`config.mk`:
```
export PLATFORM = sky130hd
export DESIGN_NAME = tape_link_seq
export DESIGN_NICKNAME = d
export VERILOG_FILES = /design/src/rtl/tape_link_seq.sv
export SDC_FILE = /design/constraint.sdc
export NUM_CORES = 1
export LEC_CHECK = 0
export BUFFER_PORTS_ARGS = -buffer_cell sky130_fd_sc_hd__buf_2
export CORE_MARGIN = 2
export CORE_UTILIZATION = 58
export DETAILED_ROUTE_END_ITERATION = 7
export GPL_ROUTABILITY_DRIVEN = 0
export PLACE_DENSITY = 0.85
export SYNTH_ARGS = -nofsm -noshare
export SYNTH_HDL_FRONTEND = slang
export SYNTH_SLANG_ARGS = --single-unit
```
`constraint.sdc`:
```
create_clock -name clk -period 4.3 [get_ports clk]
set_clock_uncertainty 0.05 [all_clocks]
set_input_delay 1.29 -clock clk [delete_from_list [all_inputs] [get_ports clk]]
set_output_delay 1.29 -clock clk [all_outputs]
set_load 0.005 [all_outputs]
```
`src/rtl/tape_link_seq.sv`:
```
module tape_link_seq #(
  parameter int CHUNK = 128,
  parameter int CW = 8
) (
  input  logic          clk,
  input  logic          rst_n,
  input  logic          req,
  input  logic          req_write,
  input  logic          req_verify,
  input  logic [7:0]    req_unit,
  input  logic [15:0]   req_block,
  input  logic [15:0]   req_count,
  output logic          busy,
  output logic          done,
  output logic          err,
  output logic          tx_valid,
  output logic          tx_break,
  output logic [7:0]    tx_data,
  input  logic          tx_ready,
  input  logic          rx_valid,
  input  logic [7:0]    rx_data,
  input  logic          rx_err,
  output logic          ck_clr,
  output logic          ck_en,
  output logic [7:0]    ck_byte,
  input  logic [15:0]   ck_sum,
  output logic [15:0]   mem_addr,
  output logic          mem_we,
  output logic [7:0]    mem_wdata,
  input  logic [7:0]    mem_rdata,
  output logic [CW-1:0] soft_cnt,
  output logic [CW-1:0] cks_cnt
);
  localparam logic [7:0] F_DATA = 8'h01, F_CMD = 8'h02, F_INIT = 8'h04, F_CONT = 8'h10;
  localparam logic [7:0] OP_RD = 8'h02, OP_WR = 8'h03, OP_END = 8'h40;
  localparam logic [7:0] CMD_LAST = 8'd13;
  localparam logic [7:0] CK_FIRST = 8'd12;

  typedef enum logic [3:0] {
    S_BRK, S_INI, S_INW, S_IDLE, S_CMD, S_WAITC,
    S_TXH, S_TXD, S_TXC, S_RXH, S_RXB, S_RXC
  } st_t;

  st_t st;
  logic [7:0]  idx, n, unit, rflag, rcnt, rop, rmod, clo;
  logic [15:0] blk, cnt, rem, off;
  logic        pend, wr, ver, done_q, err_q;
  logic [CW-1:0] soft_q, cks_q;
  logic [7:0]  cmdb, chunk;
  logic        txgo, rxok, rxst;

  assign busy     = pend;
  assign done     = done_q;
  assign err      = err_q;
  assign soft_cnt = soft_q;
  assign cks_cnt  = cks_q;
  assign tx_break = (st == S_BRK);
  assign txgo     = tx_valid && tx_ready;
  assign rxok     = rx_valid && !rx_err;
  assign rxst     = (st == S_WAITC) || (st == S_RXH) || (st == S_RXB);
  assign chunk    = (rem > 16'(CHUNK)) ? 8'(CHUNK) : rem[7:0];

  always_comb begin
    case (idx)
      8'd0:  cmdb = F_CMD;
      8'd1:  cmdb = 8'd10;
      8'd2:  cmdb = wr ? OP_WR : OP_RD;
      8'd3:  cmdb = (wr && ver) ? 8'h01 : 8'h00;
      8'd4:  cmdb = unit;
      8'd8:  cmdb = cnt[7:0];
      8'd9:  cmdb = cnt[15:8];
      8'd10: cmdb = blk[7:0];
      8'd11: cmdb = blk[15:8];
      8'd12: cmdb = ck_sum[7:0];
      8'd13: cmdb = ck_sum[15:8];
      default: cmdb = 8'h00;
    endcase
  end

  always_comb begin
    tx_valid = 1'b1;
    case (st)
      S_BRK:   tx_data = 8'h00;
      S_INI:   tx_data = F_INIT;
      S_CMD:   tx_data = cmdb;
      S_TXH:   tx_data = (idx == 8'd0) ? F_DATA : n;
      S_TXD:   tx_data = mem_rdata;
      S_TXC:   tx_data = (idx == 8'd0) ? ck_sum[7:0] : ck_sum[15:8];
      default: begin tx_valid = 1'b0; tx_data = 8'h00; end
    endcase
  end

  assign ck_en  = (txgo && ((st == S_CMD) ? (idx < CK_FIRST) : (st == S_TXH || st == S_TXD)))
               || (rxok && rxst);
  assign ck_clr = (txgo && idx == 8'd0 && (st == S_CMD || st == S_TXH))
               || (rxok && (st == S_WAITC || (st == S_RXH && idx == 8'd0)));
  assign ck_byte   = rxst ? rx_data : tx_data;
  assign mem_addr  = off;
  assign mem_we    = rxok && st == S_RXB && rflag == F_DATA;
  assign mem_wdata = rx_data;

  always_ff @(posedge clk) begin
    if (!rst_n) begin
      st <= S_BRK; idx <= '0; n <= '0; unit <= '0; rflag <= '0; rcnt <= '0;
      rop <= '0; rmod <= '0; clo <= '0; blk <= '0; cnt <= '0; rem <= '0; off <= '0;
      pend <= 1'b0; wr <= 1'b0; ver <= 1'b0; done_q <= 1'b0; err_q <= 1'b0;
      soft_q <= '0; cks_q <= '0;
    end else begin
      done_q <= 1'b0;
      err_q  <= 1'b0;
      if (req && !pend) begin
        pend <= 1'b1; wr <= req_write; ver <= req_verify;
        unit <= req_unit; blk <= req_block; cnt <= req_count;
      end
      if (rx_err && st != S_IDLE) begin
        soft_q <= soft_q + 1'b1;
        st <= S_BRK; idx <= '0;
      end else begin
        case (st)
          S_BRK: if (txgo) begin
            if (idx == 8'd3) begin st <= S_INI; idx <= '0; end
            else idx <= idx + 8'd1;
          end
          S_INI: if (txgo) begin
            if (idx == 8'd1) begin st <= S_INW; idx <= '0; end
            else idx <= idx + 8'd1;
          end
          S_INW: if (rxok) st <= (rx_data == F_CONT) ? S_IDLE : S_BRK;
          S_IDLE: if (pend) begin
            st <= S_CMD; idx <= '0; off <= '0; rem <= cnt;
          end
          S_CMD: if (txgo) begin
            if (idx == CMD_LAST) begin st <= wr ? S_WAITC : S_RXH; idx <= '0; end
            else idx <= idx + 8'd1;
          end
          S_WAITC: if (rxok) begin
            if (rx_data == F_CONT) begin
              st <= S_TXH; idx <= '0; n <= chunk;
            end else if (rx_data == F_CMD) begin
              st <= S_RXH; idx <= 8'd1; rflag <= rx_data;
            end else begin
              pend <= 1'b0; done_q <= 1'b1; err_q <= 1'b1; st <= S_BRK; idx <= '0;
            end
          end
          S_TXH: if (txgo) begin
            if (idx == 8'd0) idx <= 8'd1;
            else begin st <= (n == 8'd0) ? S_TXC : S_TXD; idx <= '0; end
          end
          S_TXD: if (txgo) begin
            off <= off + 16'd1;
            if (idx == n - 8'd1) begin st <= S_TXC; idx <= '0; end
            else idx <= idx + 8'd1;
          end
          S_TXC: if (txgo) begin
            if (idx == 8'd0) idx <= 8'd1;
            else begin
              rem <= rem - {8'd0, n};
              st  <= (rem != {8'd0, n}) ? S_WAITC : S_RXH;
              idx <= '0;
            end
          end
          S_RXH: if (rxok) begin
            if (idx == 8'd0) begin
              if (rx_data == F_INIT) begin
                pend <= 1'b0; done_q <= 1'b1; err_q <= 1'b1; st <= S_BRK;
              end else begin
                rflag <= rx_data; idx <= 8'd1;
              end
            end else begin
              rcnt <= rx_data; idx <= '0;
              st <= (rx_data == 8'd0) ? S_RXC : S_RXB;
            end
          end
          S_RXB: if (rxok) begin
            if (rflag == F_DATA) off <= off + 16'd1;
            if (idx == 8'd0) rop <= rx_data;
            if (idx == 8'd1) rmod <= rx_data;
            if (idx == rcnt - 8'd1) begin st <= S_RXC; idx <= '0; end
            else idx <= idx + 8'd1;
          end
          S_RXC: if (rxok) begin
            if (idx == 8'd0) begin clo <= rx_data; idx <= 8'd1; end
            else begin
              idx <= '0;
              if ({rx_data, clo} != ck_sum) cks_q <= cks_q + 1'b1;
              if (rflag == F_DATA) st <= S_RXH;
              else if (rflag == F_CMD && rop == OP_END) begin
                st <= S_IDLE; pend <= 1'b0; done_q <= 1'b1;
                err_q <= (rmod > 8'd1);
                if (rmod == 8'd1) soft_q <= soft_q + 1'b1;
              end else begin
                soft_q <= soft_q + 1'b1; st <= S_BRK;
              end
            end
          end
          default: st <= S_BRK;
        endcase
      end
    end
  end

  a_r9_busy_falls_with_done: assert property (@(posedge clk) disable iff (!rst_n)
    $fell(busy) |-> done);
  a_r13_busy_held: assert property (@(posedge clk) disable iff (!rst_n)
    busy |=> (busy || done));
  a_r11_err_only_with_done: assert property (@(posedge clk) disable iff (!rst_n)
    err |-> done);
  a_r5_clear_feeds_byte: assert property (@(posedge clk) disable iff (!rst_n)
    ck_clr |-> ck_en);
  a_r8_store_while_silent: assert property (@(posedge clk) disable iff (!rst_n)
    mem_we |-> !tx_valid);
  a_r7_offer_held: assert property (@(posedge clk) disable iff (!rst_n)
    (tx_valid && !tx_ready && !rx_err) |=> tx_valid);
  a_r12_soft_step: assert property (@(posedge clk) disable iff (!rst_n)
    (soft_cnt == $past(soft_cnt)) || (soft_cnt == $past(soft_cnt) + 1'b1));
endmodule

```
# --- Word level (Yosys, flattened, before mapping) ---
# Index checks and enable logic that the tools add are counted.
# W data, S select, Z words.
totals:
  register_bits: 153
  latch_bits: 0
  ramBits: 0
  mem_bits_ro: 0
  inputBits: 80
  word_cells: 260
  n_memories: 0
classes:
  addsub: 7
  mul: 0
  div_mod_pow: 0
  n_lt_le_gt_ge: 3
  n_eq_ne: 64
  shift: 0
  mux: 115
  bitwise: 3
  reduce_logical: 48
ops:
  columns: ["op", "n"]
  rows:
  - ["$mux W8", 34]
  - ["$mux W16", 7]
  - ["$mux W4", 28]
  - ["$pmux W8 S11", 1]
  - ["$pmux W8 S10", 1]
  - ["$eq A8 B4 Y1 const B", 6]
  - ["$pmux W16 S3", 1]
  - ["$pmux W4 S12", 1]
  - ["$pmux W8 S5", 1]
  - ["$ne A2 B2 Y1 const B", 19]
  - ["$mux W1", 34]
  - ["$eq A8 B2 Y1 const B", 4]
  - ["$pmux W16 S2", 1]
  - ["$add A8 B1 Y8 const B", 3]
  - ["$eq A8 B1 Y1 const B", 3]
  - ["$logic_not A8 Y1", 3]
  - ["$reduce_and A21 Y1", 1]
  - ["$reduce_and A4 Y1", 5]
  - ["$ne A2 B1 Y1 const B", 9]
  - ["$add A16 B1 Y16 const B", 1]
  - ["$eq A4 B3 Y1 const B", 4]
  - ["$eq A4 B4 Y1 const B", 4]
  - ["$eq A8 B3 Y1 const B", 2]
  - ["$eq A8 B8 Y1", 2]
  - ["other kinds (31)", 65]

# --- Longest topological paths before layout ---
# Gate-level depths: netlist of the first run.
logic_depth:
  depth_word: 9
  ltp_mapped: 11
  ltp_nobuf: 10

# --- Worst setup path before layout of the first run ---
# OpenSTA, ideal clock, no wires.
synth_path:
  path_type: "flip-flop to output port"
  from: "register idx[5]"
  to: "output ck_byte[4]"
  arrival_ns: 2.213
  path_slack_ns: 0.747
  stages_incl_launch_ff: 11
  n_path_buf: 3
  cell_sequence: "dfxtp_1 buf_2 nor4_2 clkbuf_1 and2_1 buf_2 nand2_1 o21ai_0 a211oi_1 o21ai_0 a21o_1"
synth_via:
  elab_chain_len: 4
  word_cells_on_any_way: 16
  classes_between: "10 x eq/ne; 5 x mux; 1 x reduce/logical"
synth_lines:
  columns: ["item", "line_no", "source"]
  rows:
  - ["start, declared", "45", "logic [7:0] idx, n, unit, rflag, rcnt, rop, rmod, clo;"]
  - ["start signal, assigned", "122", "else idx <= idx + 8'd1;"]
  - ["start signal, assigned", "126", "else idx <= idx + 8'd1;"]
  - ["start signal, assigned", "134", "else idx <= idx + 8'd1;"]
  - ["$eq A8 B4 Y1 (tied with other cells)", "64", "case (idx)"]
  - ["$pmux W8 S11 (tied with other cells)", "64", null]
  - ["$pmux W8 S5 (*)", "82", "case (st)"]
  - ["via tx_data[4]", "18", "output logic [7:0] tx_data,"]
  - ["$mux W8 (*)", "97", "assign ck_byte = rxst ? rx_data : tx_data;"]
  - ["end, declared", "25", "output logic [7:0] ck_byte,"]
# Mark *: on every way through the listed nets, which the timed path passes. The rest lies on a longest branch.

# --- Worst setup path in the final report of the first run ---
layout_path:
  from: "register idx[1]"
  to: "output tx_data[5]"
layout_via:
  elab_chain_len: 3
  word_cells_on_any_way: 15
  classes_between: "10 x eq/ne; 4 x mux; 1 x reduce/logical"
layout_lines:
  columns: ["item", "line_no"]
  rows:
  - ["$eq A8 B4 Y1 (tied with other cells)", "64"]
  - ["$pmux W8 S11 (tied with other cells)", "64"]
  - ["$pmux W8 S5 (*)", "82"]
  - ["end, declared", "18"]
# Every way passes the cells marked *; elsewhere a longest branch is shown, timed or not.

==> qor.yml, run 1 <==
worstRegToRegCells: 9
core_um2: 15200
slew_headroom_pct: 23.3
clock-sinks: 153
grt_use_met3_pct: 8.94
io_pins: 144
finalCritPeriodShare_pct: 97.7
end_kind: "output port"
netlist_area_um2: 9000
power.net_switching_w: 0.000880
reg2reg_to: "rem[10]"
syn2layout_area_growth_pct: 15.8
cts_tree: "yes"
arrival_ns: 2.86
ant_nets: 0
power_leakage_nw: 4.11
hold_viol: 0
wl_per_cell_um: 18.6
drv_slew: 0
grtUsageMet1_pct: 44.0
syn-instance-count: 1201
fin_crit_ns: 4.20
r2r_start: "idx[1]"
htreeDepth: 4
fin_nets: 1398
cp_max_fo: 14
synth_edf_count: 0
row_count: 45
cts_made_buffers: 17
clk_pin_slew_ns: 0.07
ys.flop_type: "dfxtp_1"
drt-initial-drc-count: 1253
synth_area_leader_cell: "dfxtp_1"
syn-num-nets: 1300
path_class: "flip-flop to output port"
setup_violations: 0
p_int_w: 0.00242
yosysTopAreaCellShare_pct: 34.0
maxCapViolCount: 0
cp.required_ns: 2.96
crit_start: "idx[1]"
cts_hold_buf: 0
diodes: 0
placedInstanceArea_um2: 9780
ys_seq_elements: 153
synth_area_leaders: "dfxtp_1 (34%), nand2_1 (9.0%), a21oi_1 (5.7%)"
grt_overflow: 0
yosys_warnings: 0
clk_latency_ns: 0.44
use_met2_pct: 50.7
hp-class: "flip-flop to flip-flop"
die_w_um: 129
rrSetupSlack_ns: 0.94
cts_root_buffer: "clkbuf_16"
yosysMostFrequentCell: "nand2_1"
comb_power_share_pct: 7.2
clock_power_share_pct: 48.1
max_freq_mhz: 238
drt-total-wl_mm: 27.8
tns_ns: 0
hpwl_mm: 20.1
vias: 9578
port_buffers: 143
ys_top_cells_by_count: "nand2_1 (215), dfxtp_1 (153), nor2_1 (116)"
tightest_slew_ns: 1.14
p_total_w: 0.00330
die_area_um2: 16500
grt_busiest_layer: "met2"
final_area_um2: 10400
p_per_area_nw_per_um2: 316
avgViaCountPerCell: 6.39
ys_types: 73
status: "completed"
switching_share_pct: 26.7
cp-endpoint: "tx_data[5]"
drt_first_pass_iters: 8
clockBufferDepth: 2
start_util_pct: 59.2
final_layout_size_suffix_gt1_share_pct: 17.3
rsz0062_at_grt: "false"
instances_no_fill: 1500
antenna_found_initial: 0
fin_hold_ws_ns: 0.407
first_global_vias: 8687
grt_pass1_wl_mm: 44.2
power.share.sequential_pct: 44.7
drc: 0
ys_async_sr_fraction_pct: 0
synth_area_per_cell_um2: 7.49
placed_cells: 1468
track_usage_pct: 33.4
setup.worst_path.start_class: "flip-flop"
yosysSeqAreaShare_pct: 34.0
grt_start_max_net_pins: 69
vdd_ir_drop_max_mv: 0.371
chipHeight_um: 129
-- worst max-delay path, stage by stage, from the launching register on --
cell and delay, ns:
dfxtp_1 0.50, ha_1 0.62, a222oi_1 0.22, o21ai_0 0.22, a221oi_1 0.06, o21ai_0 0.47
buf_4 0.22, buf_2 0.11
-- repair_timing --
item | CTS | global route
hold endpoints to repair | 0 | 0
gates resized for setup | 1 | 4
pin swaps | 0 | 0
cloned | 0 | 0
setup buffers | 0 | 0
setup endpoints to repair | 2 | 10
-- layout by cell type (no fill, tap or decap), types with 8 or more instances in the layout --
cell / netlist / routed
a211oi_1: 13 / 12
a21o_1: 8 / 8
a21oi_1: 102 / 102
a222oi_1: 11 / 11
a22oi_1: 15 / 15
a31oi_1: 9 / 9
and3_1: 10 / 10
buf_2: 10 / 143
buf_4: 8 / 27
clkbuf_16: 0 / 17
dfxtp_1: 153 / 152
ha_1: 18 / 16
inv_1: 27 / 27
mux2i_1: 26 / 26
nand2_1: 215 / 215
nand2b_1: 9 / 9
nand3_1: 40 / 40
nand4_1: 19 / 19
nor2_1: 116 / 116
nor2b_1: 15 / 14
nor3_1: 34 / 33
nor4_1: 20 / 20
o211ai_1: 10 / 10
o21a_1: 8 / 8
o21ai_0: 43 / 43
o22ai_1: 9 / 9
or3_1: 10 / 10
xnor2_1: 26 / 26
xor2_1: 37 / 37
-- layout make-up --
cell class                      count  area [um2]
Clock buffer                       17         425
Clock inverter                     15         201
Fill cell                        1288        4780
Inverter                           29         110
Multi-Input combinational cell    927        5450
Sequential cell                   153        3060
Tap cell                          188         235
Timing Repair Buffer              171         938
-- how the worst min path moves through the flow --
stage / start / endpoint / slack (ns) / cells after the start
floorplan: rop[0] / rop[0] / 0.38 / 2
global placement: rop[7] / rop[7] / 0.39 / 2
detailed placement: blk[2] / blk[2] / 0.40 / 2
CTS: blk[9] / blk[9] / 0.41 / 2
global route: blk[2] / blk[2] / 0.43 / 2
finish: blk[9] / blk[9] / 0.41 / 2
-- power groups by stage --
stage	logic (W)	clock network [W]	registers (W)
after floorplan	0.000141	0	0.00149
after global placement	0.000225	0	0.00150
after detailed placement	0.000227	0	0.00150
after CTS	0.000230	0.00160	0.00147
after global routing	0.000257	0.00167	0.00147
final	0.000238	0.00159	0.00147
-- flip-flops by register name, summed over array words and instances, names as in the netlist --
| signal | count |
|---|---|
| n | 8 |
| blk | 16 |
| wr | 1 |
| cks_cnt | 8 |
| cnt | 16 |
| rcnt | 8 |
| rem | 16 |
| mem_addr | 16 |
| unit | 8 |
| busy | 1 |
| soft_cnt | 8 |
| idx | 8 |
| rmod | 8 |
| rflag | 8 |
| clo | 8 |
| rop | 8 |
| done | 1 |
| st | 4 |
| ver | 1 |
| err | 1 |
-- kinds of logic (layout without fill, tap and decap cells) --
family,Yosys count,after routing,share of synthesized area [%]
mux,26,26,2.89
buf+inv,121,232,5.69
flops,153,153,34.0
compound gates,287,287,21.0
xor+xnor,63,63,6.13
fa+ha+maj,19,19,2.72
simple gates,532,532,27.6
-- through the flow --
stage                     utilization (%)  setup WS, ns
after floorplan                         -         0.747
after global placement               64.4         0.476
after detailed placement             64.4         0.427
after CTS                            68.5        0.0573
after global routing                 68.6        0.0151
final                                68.6        0.0994
-- layer usage --
layer | share of wire (%) | up-vias
met4 | 5.3 | 0
met1 | 40 | 4404
met2 | 43 | 593
met3 | 11 | 121
li1 | - | 4460
met5 | 0 | -
Power figures use the tool's default switching activity.
==> run 2, diff against run 1 <==
==> constraint.sdc (replaced) <==
create_clock -name clk -period 4.3 [get_ports clk]
set_clock_uncertainty 0.05 [all_clocks]
set_input_delay 0.86 -clock clk [delete_from_list [all_inputs] [get_ports clk]]
set_output_delay 0.86 -clock clk [all_outputs]
set_load 0.005 [all_outputs]
==> run 2 against run 1 <==
Compared with the run above:
- the flow now finishes with violations (design-rule violations)
- first-iteration DRC count shrank 11%
- maximum frequency grew 2.7%
- sequential power is essentially flat
- hold slack lost 0.00095 ns
- global-route usage shrank 0.31 points
- final cell count shrank 0.80%
- via count shrank 1.5%
- clock power shrank 7%
- critical endpoint is now ck_byte[5]
==> qor.yml, run 2 (synthesis results as in run 1) <==
hp-class: "flip-flop to flip-flop"  # unchanged
instances_no_fill: 1488  # was 1500
max_freq_mhz: 245  # was 238 MHz
clock-sinks: 153  # unchanged
grt_pass1_wl_mm: 43.4  # was 44.2 mm
r2r_start: "idx[0]"  # was idx[1]
cts_tree: "yes"  # unchanged
io_pins: 144  # unchanged
power.net_switching_w: 0.000890  # was 0.000880 W
die_area_um2: 16500  # unchanged
cts_made_buffers: 17  # unchanged
vdd_ir_drop_max_mv: 0.284  # was 0.371 mV
finalCritPeriodShare_pct: 95.1  # was 97.7%
post-route-util_pct: 67.5  # was 68.6%
status: "complete, but fails checks"  # was completed
drt-total-wl_mm: 27.5  # was 27.8 mm
slew_headroom_pct: 34.2  # was 23.3%
vias: 9430  # was 9578
setup.worst_path.start_class: "flip-flop"  # unchanged
worst_path_dominant_cell_family: "compound AO/OA/AOI/OAI gates"  # unchanged
die_w_um: 129  # unchanged
drt_first_pass_iters: 8  # unchanged
rsz0062_at_grt: "false"  # unchanged
hold_viol: 0  # unchanged
clockBufferDepth: 2  # unchanged
crit_start: "idx[0]"  # was idx[1]
antenna_found_initial: 0  # unchanged
cp.required_ns: 3.39  # was 2.96 ns
path_class: "flip-flop to output port"  # unchanged
diodes: 0  # unchanged
p_int_w: 0.00230  # was 0.00242 W
row_count: 45  # unchanged
cp_max_fo: 15  # was 14
ant_nets: 0  # unchanged
wl_per_cell_um: 18.5  # was 18.6 um
placed_cells: 1456  # was 1468
switching_share_pct: 27.9  # was 26.7%
worst-path-buf-inv: 2  # unchanged
grt_start_max_net_pins: 48  # was 69
first_global_vias: 8515  # was 8687
fin_crit_ns: 4.09  # was 4.20 ns
hpwl_mm: 19.9  # was 20.1 mm
power.share.sequential_pct: 46.1  # was 44.7%
maxCapViolCount: 0  # unchanged
syn2layout_area_growth_pct: 14.0  # was 15.8%
htreeDepth: 4  # unchanged
power_leakage_nw: 4.03  # was 4.11 nW
violations: "design-rule violations"
cp_slowest_stage_delay_ns: 0.53  # was 0.62 ns
clk_latency_ns: 0.44  # about the same
core_um2: 15200  # unchanged
tightest_slew_ns: 0.979  # was 1.14 ns
start_util_pct: 59.2  # unchanged
arrival_ns: 3.18  # was 2.86 ns
p_per_area_nw_per_um2: 311  # was 316 nW/um2
cp_cell_sequence: "inv_1, ha_1, and3_2, nor2_1, a222oi_1, o21ai_0, a21o_1, buf_2"  # was ha_1, a222oi_1, o21ai_0, a221oi_1, o21ai_0, buf_4, buf_2
drc: 27  # was 0
setup_violations: 0  # unchanged
slowest_stage: "ha_1"  # unchanged
end_kind: "output port"  # unchanged
layout_commonest_cell: "nand2_1"  # unchanged
port_buffers: 143  # unchanged
comb_power_share_pct: 7.5  # was 7.2%
clk_pin_slew_ns: 0.07  # about the same
drv_slew: 0  # unchanged
clock_power_share_pct: 46.4  # was 48.1%
cts_hold_buf: 0  # unchanged
drt-initial-drc-count: 1121  # was 1253
chipHeight_um: 129  # unchanged
final_layout_size_suffix_gt1_share_pct: 16.2  # was 17.3%
layout.cells.most_common_list: "nand2_1 (215), dfxtp_1 (153), buf_2 (143), nor2_1 (116), a21oi_1 (102)"  # was nand2_1 (215), dfxtp_1 (152), buf_2 (143), nor2_1 (116), a21oi_1 (102)
cts_root_buffer: "clkbuf_16"  # unchanged
grt_overflow: 0  # unchanged
fin_nets: 1386  # was 1398
nFillCells: 1289  # was 1288
worstHoldStart: "blk[11]"  # was blk[9]
tns_ns: 0  # unchanged
avgViaCountPerCell: 6.34  # was 6.39
track_usage_pct: 33.1  # was 33.4%
-- run 2: cell types whose count changed in the layout (fill, tap and decap cells not counted), sizes merged --
cell,change
inv,+2
buf,-12
bufinv,-2
-- run 2: power by group through the flow --
stage	Sequential, W	Combinational, W	Clock (W)
after floorplan	0.00149	0.000141	0
after global placement	0.00150	0.000222	0
after detailed placement	0.00150	0.000226	0
after CTS	0.00147	0.000229	0.00148
after global routing	0.00147	0.000258	0.00154
final	0.00147	0.000237	0.00148
-- run 2: what timing repair did --
item	4_1_cts	5_1_grt
endpoints found under the setup margin	0	3
setup buffers	0	0
resized for setup	0	1
-- run 2: layout make-up --
class                           instances  area [um2]  area share (%)
Inverter                               29         110            1.07
Multi-Input combinational cell        927        5440            53.0
Sequential cell                       153        3060            29.9
Timing Repair Buffer                  159         836            8.15
Clock inverter                         15         150            1.46
Clock buffer                           17         425            4.15
Tap cell                              188         235            2.29
-- run 2: worst register-to-register path: stages (launching register included) --
cell and delay, ns:
dfxtp_1 0.52, inv_1 0.18, ha_1 0.43, nand3_1 0.35, buf_4 0.30, nand3_1 0.09, o21ai_1 0.57, nand4_1 0.26
or3_1 0.39, a21oi_1 0.14
-- run 2: worst paths after layout --
kind / end / slack (ns) / cells after the start
worst max register to register: soft_cnt[7] / 0.96 / 9
worst min-delay path: blk[11] / 0.41 / 2
worst max-delay path: ck_byte[5] / 0.21 / 8
worst min register to register: blk[11] / 0.41 / 2
-- run 2: through the flow --
stage	power, W	setup WS (ns)	hold slack (ns)	area (um2)
CTS	0.00318	0.173	0.408	10300
floorplan	0.00163	1.18	0.382	9000
finish	0.00319	0.212	0.406	10300
global route	0.00327	0.0942	0.427	10300
detailed placement	0.00173	0.677	0.398	9680
global placement	0.00172	0.855	0.389	9680
-- run 2: per-layer routing --
layer / wire length [um] / up-vias / track usage (%)
met5: 0 / - / 0
met3: 3030 / 138 / 9.60
met4: 1460 / 0 / 15.3
met2: 11900 / 571 / 50.1
met1: 11100 / 4290 / 43.7
li1: - / 4431 / -
